<file path="src/rtl/evt_pkg.sv">
package evt_pkg;
   localparam int unsigned NCLS    = 4;
   localparam int unsigned NLATCH  = 3;
   localparam int unsigned IX_INIT = 0;
   localparam int unsigned IX_SMI  = 1;
   localparam int unsigned IX_NMI  = 2;
   localparam int unsigned IX_INTR = 3;
endpackage

</file>
<file path="src/rtl/evt_prio_arb.sv">
module evt_prio_arb #(
   parameter int unsigned N = 4
) (
   input  logic [N-1:0] req,
   output logic [N-1:0] gnt
);
   if (N < 1) begin : g_bad_n
      $fatal(1, "evt_prio_arb: N must be at least 1");
   end

   logic found;
   always_comb begin
      gnt   = '0;
      found = 1'b0;
      for (int i = 0; i < int'(N); i++) begin
         if (req[i] && !found) begin
            gnt[i] = 1'b1;
            found  = 1'b1;
         end
      end
   end
endmodule

</file>
<file path="src/rtl/evt_hold_cell.sv">
module evt_hold_cell (
   input  logic clk,
   input  logic rst,
   input  logic arrive,
   input  logic take,
   input  logic blk_set,
   input  logic blk_clr,
   output logic blk,
   output logic pend,
   output logic avail
);
   always_ff @(posedge clk) begin
      if (rst) begin
         blk  <= 1'b0;
         pend <= 1'b0;
      end else begin
         blk  <= blk_set | (blk & ~blk_clr);
         pend <= ~take & (pend | arrive);
      end
   end

   assign avail = (arrive | pend) & ~blk;

   AST_TAKE_UNBLOCKED: assert property (@(posedge clk) disable iff (rst) take |-> !blk);
   AST_LATCH_KEEP: assert property (@(posedge clk) disable iff (rst) (pend && !take) |=> pend);
   AST_LATCH_DRAIN: assert property (@(posedge clk) disable iff (rst) take |=> !pend);
   AST_BLOCK_SET_WINS: assert property (@(posedge clk) disable iff (rst) blk_set |=> blk);
endmodule

</file>
<file path="src/rtl/evt_mode_flag.sv">
module evt_mode_flag #(
   parameter int unsigned CLEAR_WINS = 1
) (
   input  logic clk,
   input  logic rst,
   input  logic set,
   input  logic clr,
   output logic q
);
   if (CLEAR_WINS > 1) begin : g_bad_mode
      $fatal(1, "evt_mode_flag: CLEAR_WINS must be 0 or 1");
   end

   if (CLEAR_WINS == 1) begin : g_clr_wins
      always_ff @(posedge clk) begin
         if (rst) q <= 1'b0;
         else     q <= ~clr & (q | set);
      end
      AST_CLR_DOMINATES: assert property (@(posedge clk) disable iff (rst) clr |=> !q);
   end else begin : g_set_wins
      always_ff @(posedge clk) begin
         if (rst) q <= 1'b0;
         else     q <= set | (q & ~clr);
      end
      AST_SET_DOMINATES: assert property (@(posedge clk) disable iff (rst) set |=> q);
   end
endmodule

</file>
<file path="src/rtl/evt_accept_tracker.sv">
module evt_accept_tracker #(
   parameter int unsigned RSM_SETS_HALT = 1
) (
   input  logic clk,
   input  logic rst,
   input  logic ev_init,
   input  logic ev_smi,
   input  logic ev_nmi,
   input  logic ev_intr,
   input  logic intr_en,
   input  logic op_iret,
   input  logic op_rsm,
   input  logic op_hlt,
   input  logic triple_fault,
   input  logic fp_wait,
   input  logic fp_unmasked_pend,
   input  logic cr0_ne,
   input  logic ignne,
   output logic take_init,
   output logic take_smi,
   output logic take_nmi,
   output logic take_intr,
   output logic blk_init,
   output logic blk_smi,
   output logic blk_nmi,
   output logic pend_init,
   output logic pend_smi,
   output logic pend_nmi,
   output logic in_smm,
   output logic halted,
   output logic shutdown,
   output logic fp_frozen
);
   import evt_pkg::*;

   if (RSM_SETS_HALT > 1) begin : g_bad_rsm
      $fatal(1, "evt_accept_tracker: RSM_SETS_HALT must be 0 or 1");
   end

   logic [NLATCH-1:0] arr_v, blk_v, pend_v, avail_v, bset_v, bclr_v;
   logic [NCLS-1:0]   req_v, gnt_v;
   logic              halt_set, any_take, nmi_class_take, fp_set;

   assign arr_v[IX_INIT] = ev_init;
   assign arr_v[IX_SMI]  = ev_smi;
   assign arr_v[IX_NMI]  = ev_nmi;

   // block set/clear rules per latchable class
   assign bset_v[IX_INIT] = gnt_v[IX_SMI];
   assign bclr_v[IX_INIT] = op_iret | op_rsm;
   assign bset_v[IX_SMI]  = gnt_v[IX_SMI];
   assign bclr_v[IX_SMI]  = op_rsm | gnt_v[IX_INIT];
   assign bset_v[IX_NMI]  = gnt_v[IX_SMI] | gnt_v[IX_NMI];
   assign bclr_v[IX_NMI]  = op_iret | gnt_v[IX_INIT];

   for (genvar k = 0; k < int'(NLATCH); k++) begin : g_cell
      evt_hold_cell u_cell (
         .clk     (clk),
         .rst     (rst),
         .arrive  (arr_v[k]),
         .take    (gnt_v[k]),
         .blk_set (bset_v[k]),
         .blk_clr (bclr_v[k]),
         .blk     (blk_v[k]),
         .pend    (pend_v[k]),
         .avail   (avail_v[k])
      );
   end

   assign req_v[NLATCH-1:0] = avail_v & {NLATCH{~rst}};
   assign req_v[IX_INTR]    = ev_intr & intr_en & ~shutdown & ~rst;

   evt_prio_arb #(.N(NCLS)) u_arb (
      .req (req_v),
      .gnt (gnt_v)
   );

   assign any_take       = |gnt_v;
   assign nmi_class_take = |gnt_v[NLATCH-1:0];
   assign fp_set         = fp_wait & fp_unmasked_pend & ~cr0_ne & ~ignne;

   if (RSM_SETS_HALT == 1) begin : g_rsm_halt
      assign halt_set = op_hlt | op_rsm;
   end else begin : g_hlt_only
      assign halt_set = op_hlt;
   end

   evt_mode_flag #(.CLEAR_WINS(0)) u_smm (
      .clk (clk), .rst (rst),
      .set (gnt_v[IX_SMI]), .clr (op_rsm | gnt_v[IX_INIT]),
      .q   (in_smm)
   );
   evt_mode_flag #(.CLEAR_WINS(1)) u_halt (
      .clk (clk), .rst (rst), .set (halt_set), .clr (any_take), .q (halted)
   );
   evt_mode_flag #(.CLEAR_WINS(1)) u_shut (
      .clk (clk), .rst (rst), .set (triple_fault), .clr (nmi_class_take), .q (shutdown)
   );
   evt_mode_flag #(.CLEAR_WINS(1)) u_fpz (
      .clk (clk), .rst (rst), .set (fp_set), .clr (any_take), .q (fp_frozen)
   );

   assign take_init = gnt_v[IX_INIT];
   assign take_smi  = gnt_v[IX_SMI];
   assign take_nmi  = gnt_v[IX_NMI];
   assign take_intr = gnt_v[IX_INTR];
   assign blk_init  = blk_v[IX_INIT];
   assign blk_smi   = blk_v[IX_SMI];
   assign blk_nmi   = blk_v[IX_NMI];
   assign pend_init = pend_v[IX_INIT];
   assign pend_smi  = pend_v[IX_SMI];
   assign pend_nmi  = pend_v[IX_NMI];

   AST_ONE_TAKE: assert property (@(posedge clk) disable iff (rst)
      $onehot0({take_init, take_smi, take_nmi, take_intr}));
   AST_SMI_ENTRY: assert property (@(posedge clk) disable iff (rst)
      take_smi |=> (in_smm && blk_init && blk_smi && blk_nmi && !shutdown && !halted));
   AST_SHUT_NO_INTR: assert property (@(posedge clk) disable iff (rst) shutdown |-> !take_intr);
   AST_INTR_NEEDS_EN: assert property (@(posedge clk) disable iff (rst) take_intr |-> intr_en);
   AST_INIT_UNBLOCK: assert property (@(posedge clk) disable iff (rst)
      ((op_iret || op_rsm) && !take_smi) |=> !blk_init);
   AST_SHUT_INTR_KEEP: assert property (@(posedge clk) disable iff (rst)
      (shutdown && !take_init && !take_smi && !take_nmi) |=> shutdown);
endmodule

</file>
<file path="config.mk">
export PLATFORM = sky130hd
export DESIGN_NAME = evt_accept_tracker
export DESIGN_NICKNAME = d
export VERILOG_FILES = /design/src/rtl/evt_pkg.sv /design/src/rtl/evt_prio_arb.sv /design/src/rtl/evt_hold_cell.sv /design/src/rtl/evt_mode_flag.sv /design/src/rtl/evt_accept_tracker.sv
export SDC_FILE = /design/constraint.sdc
export NUM_CORES = 1
export LEC_CHECK = 0
export BUFFER_PORTS_ARGS = -buffer_cell sky130_fd_sc_hd__buf_4
export CORE_AREA = 2 2 39 41
export CTS_CLUSTER_DIAMETER = 50
export DETAILED_ROUTE_END_ITERATION = 10
export DIE_AREA = 0 0 41 43
export MAX_ROUTING_LAYER = met4
export SLEW_MARGIN = 20
export SYNTH_ARGS = -nofsm -noshare
export SYNTH_HDL_FRONTEND = slang
export SYNTH_SLANG_ARGS = --single-unit
</file>
<file path="constraint.sdc">
create_clock -name clk -period 2.77 [get_ports clk]
set_input_delay 0.1385 -clock clk [delete_from_list [all_inputs] [get_ports clk]]
set_output_delay 0.1385 -clock clk [all_outputs]
set_load 0.02 [all_outputs]
</file>
==> flow_summary_export.csv <==
group,metric,value,unit
synth,synth_edf_count,0,
worst_setup_path,rrSetupSlack,1540,ps
clock_tree,cts_tree,"done",
synth,yosys.area.top_type,"dfxtp_1",
timing,slew_viol_final,0,
route,ant_nets,0,
route,totalWireLength,962,um
min_path,min_delay_worst_endpoint,"g_cell[0].u_cell.pend",
clock_tree,post_cts_buffers,0,
run_status,status,"finished, final reports clean",
synth,synth_area_leaders,"dfxtp_1 (47%), nor3_1 (7.1%), nor2_1 (6.2%)",
placement,portBuffers,28,
layout,nets,93,
synth,synth_warnings,0,
route,vias,438,
die,die_h,43,um
timing,hold_viol_final,0,
worst_setup_path,worst-setup-path-type,"reg2out",
timing,rsz0062_at_grt,"false",
global_routing,grtUsageTotal,13.65,%
die,dieArea,0.001763,mm2
min_path,worstHoldPathType,"in2reg",
timing,period_needed,1572,ps
synth,ys.flop_type,"dfxtp_1",
global_routing,grt_pass1_wl,1.559,mm
global_routing,grt_pass1_vias,375,
power,power_density,488.9,mW/mm2
power,leakagePower,0.0002938,uW
worst_setup_path,end_kind,"primary output",
worst_setup_path,arrival,1430,ps
timing,finalSetupTns,0,ps
timing,finClkSkew,5.773,ps
worst_setup_path,crit_family,"simple AND/OR/NAND/NOR gates",
worst_setup_path,worst-r2r-cell-count,3,
layout,antennaDiodeCount,0,
placement,gp_congestion,0.7011,
worst_setup_path,path_cells,"nor2_1 -> o32ai_1 -> nor3b_1 -> buf_4",
clock_tree,clkTransAtPathRegs,60,ps
worst_setup_path,worstSetupStartpointType,"flop",
clock_tree,cts_buffer_depth,2,
worst_setup_path,cp_slowest_stage_delay,310,ps
power,finalPower,324.8,uW
die,rows,14,
layout,syn2layout_area_growth,57.57,%
timing,final-setup-viol-count,0,
die,dieWidth,41,um
worst_setup_path,cp.required,2630,ps
placement,place_hpwl,801,um
route,drtIter0Drc,5,
die,core,0.001384,mm2
worst_setup_path,critPathMaxFanout,5,
worst_setup_path,crit_path_start,"g_cell[1].u_cell.pend",
timing,max_freq,636.3,MHz
global_routing,grt.overflow.total,0,
synth,syn_inst,47,
worst_setup_path,r2r-end,"u_halt.q",
global_routing,antenna_found_initial,0,
worst_setup_path,cpMaxStageDelayCell,"dfxtp_1",
clock_tree,cts_sinks,10,
synth,syn-num-nets,62,
timing,worstMarginPinSlew,498.0,ps
synth,synth_seq_area_share,47.48,%
timing,max_slew_margin,66.55,%
timing,fin_crit_sh,56.74,%
synth,syn-cell-area,421.7,um2
route,drt-wirelength-per-cell,10.46,um
clock_tree,cts_hold_buf,0,
min_path,hp-start,"rst",
synth,async_flop_share,0,%
clock_tree,numCtsBuffers,3,
synth,ys_seq_elements,10,
clock_tree,cts-root-buf,"clkbuf_4",
worst_setup_path,r2r_start,"g_cell[0].u_cell.blk",
layout,drive_gt1_share,43.42,%
synth,synth_top_area_share,47.48,%
clock_tree,h-tree-depth,1,
power,ir_drop,298.2,uV
die,initial_core_util,30.47,%
die,io-pin-count,29,
layout,final_util,48.01,%
worst_setup_path,path_buf_inv,1,
min_path,hold_depth,2,
synth,synth.distinct_cells,18,
route,first_pass_iters,4,
synth,synth_area_per_cell,8.971,um2
route,viasPerCell,4.761,
clock_tree,cts_resized,0,
run,cap_violations,0,
clock_tree,insertion_delay,250,ps
route,drc_errors,0,
global_routing,grt_start_max_net_pins,12,
## per-layer routing
metal	track usage [%]	vias to the layer above	wire length [um]
li1	-	229	-
met1	17.32	189	425
met2	18.13	18	444
met3	4.712	2	81
met4	8.000	0	12
met5	-	-	0
## logic make-up (layout without fill, tap and decap cells)
kind of cell | Yosys count | count (layout) | synth area share [%]
DFF | 10 | 10 | 47.48
AOI/OAI and AO/OA | 8 | 8 | 14.24
buffers and inverters | 2 | 31 | 2.374
and+or+nand+nor | 27 | 27 | 35.91
## Yosys cell counts (2+ instances only)
| cell type | n |
|---|---|
| or2_1 | 2 |
| nor3b_1 | 3 |
| a31oi_1 | 2 |
| a21oi_1 | 2 |
| buf_2 | 2 |
| nand2b_1 | 3 |
| nor4_1 | 2 |
| nor2_1 | 7 |
| nor3_1 | 6 |
| dfxtp_1 | 10 |
## sequential cells by signal (all words and copies together), names as in the netlist
register / flops
g_cell.u_cell.blk: 3
g_cell.u_cell.pend: 3
u_smm.q: 1
u_fpz.q: 1
u_shut.q: 1
u_halt.q: 1
## worst max path at each step
stage                      to  slack [ps]  cells past startpoint
finish              take_intr        1200                      4
CTS                 take_intr        1190                      4
global route        take_intr        1080                      4
detailed placement  take_intr        1490                      4
floorplan            take_nmi        1210                      3
global placement    take_intr        1500                      4
## where the power goes
part	internal [uW]	total [uW]	switching [uW]
logic	37.8	75.7	37.9
registers	151	157	5.17
clock network	49.8	92.6	42.7
## layout make-up
cell class	instances	area, um2
clock buffer	3	22.52
fill	143	719.4
multi-input combinational	35	211.5
sequential	10	200.2
tap	16	20.02
timing repair buffer	28	210.2
## stage by stage
stage          hold WS, ps  setup slack (ps)  area, um2  cells
2_1_floorplan        300.8              1211      421.7     47
3_3_place_gp         403.1              1497      641.9     89
3_5_place_dp         407.2              1488      641.9     89
4_1_cts              136.1              1187      664.4     92
5_1_grt              145.4              1082      664.4     92
6_report             142.2              1198      664.4     92
## cells in the final DEF, fill, tap and decap left out, drive strengths merged, types with 3 or more instances in the layout
cell,instances
clkbuf,3
or2,3
nor2,7
nor3b,3
nor4,3
nand2b,3
nor3,6
buf,28
dfxtp,10
Note: power is estimated with default switching activity, not from simulation.
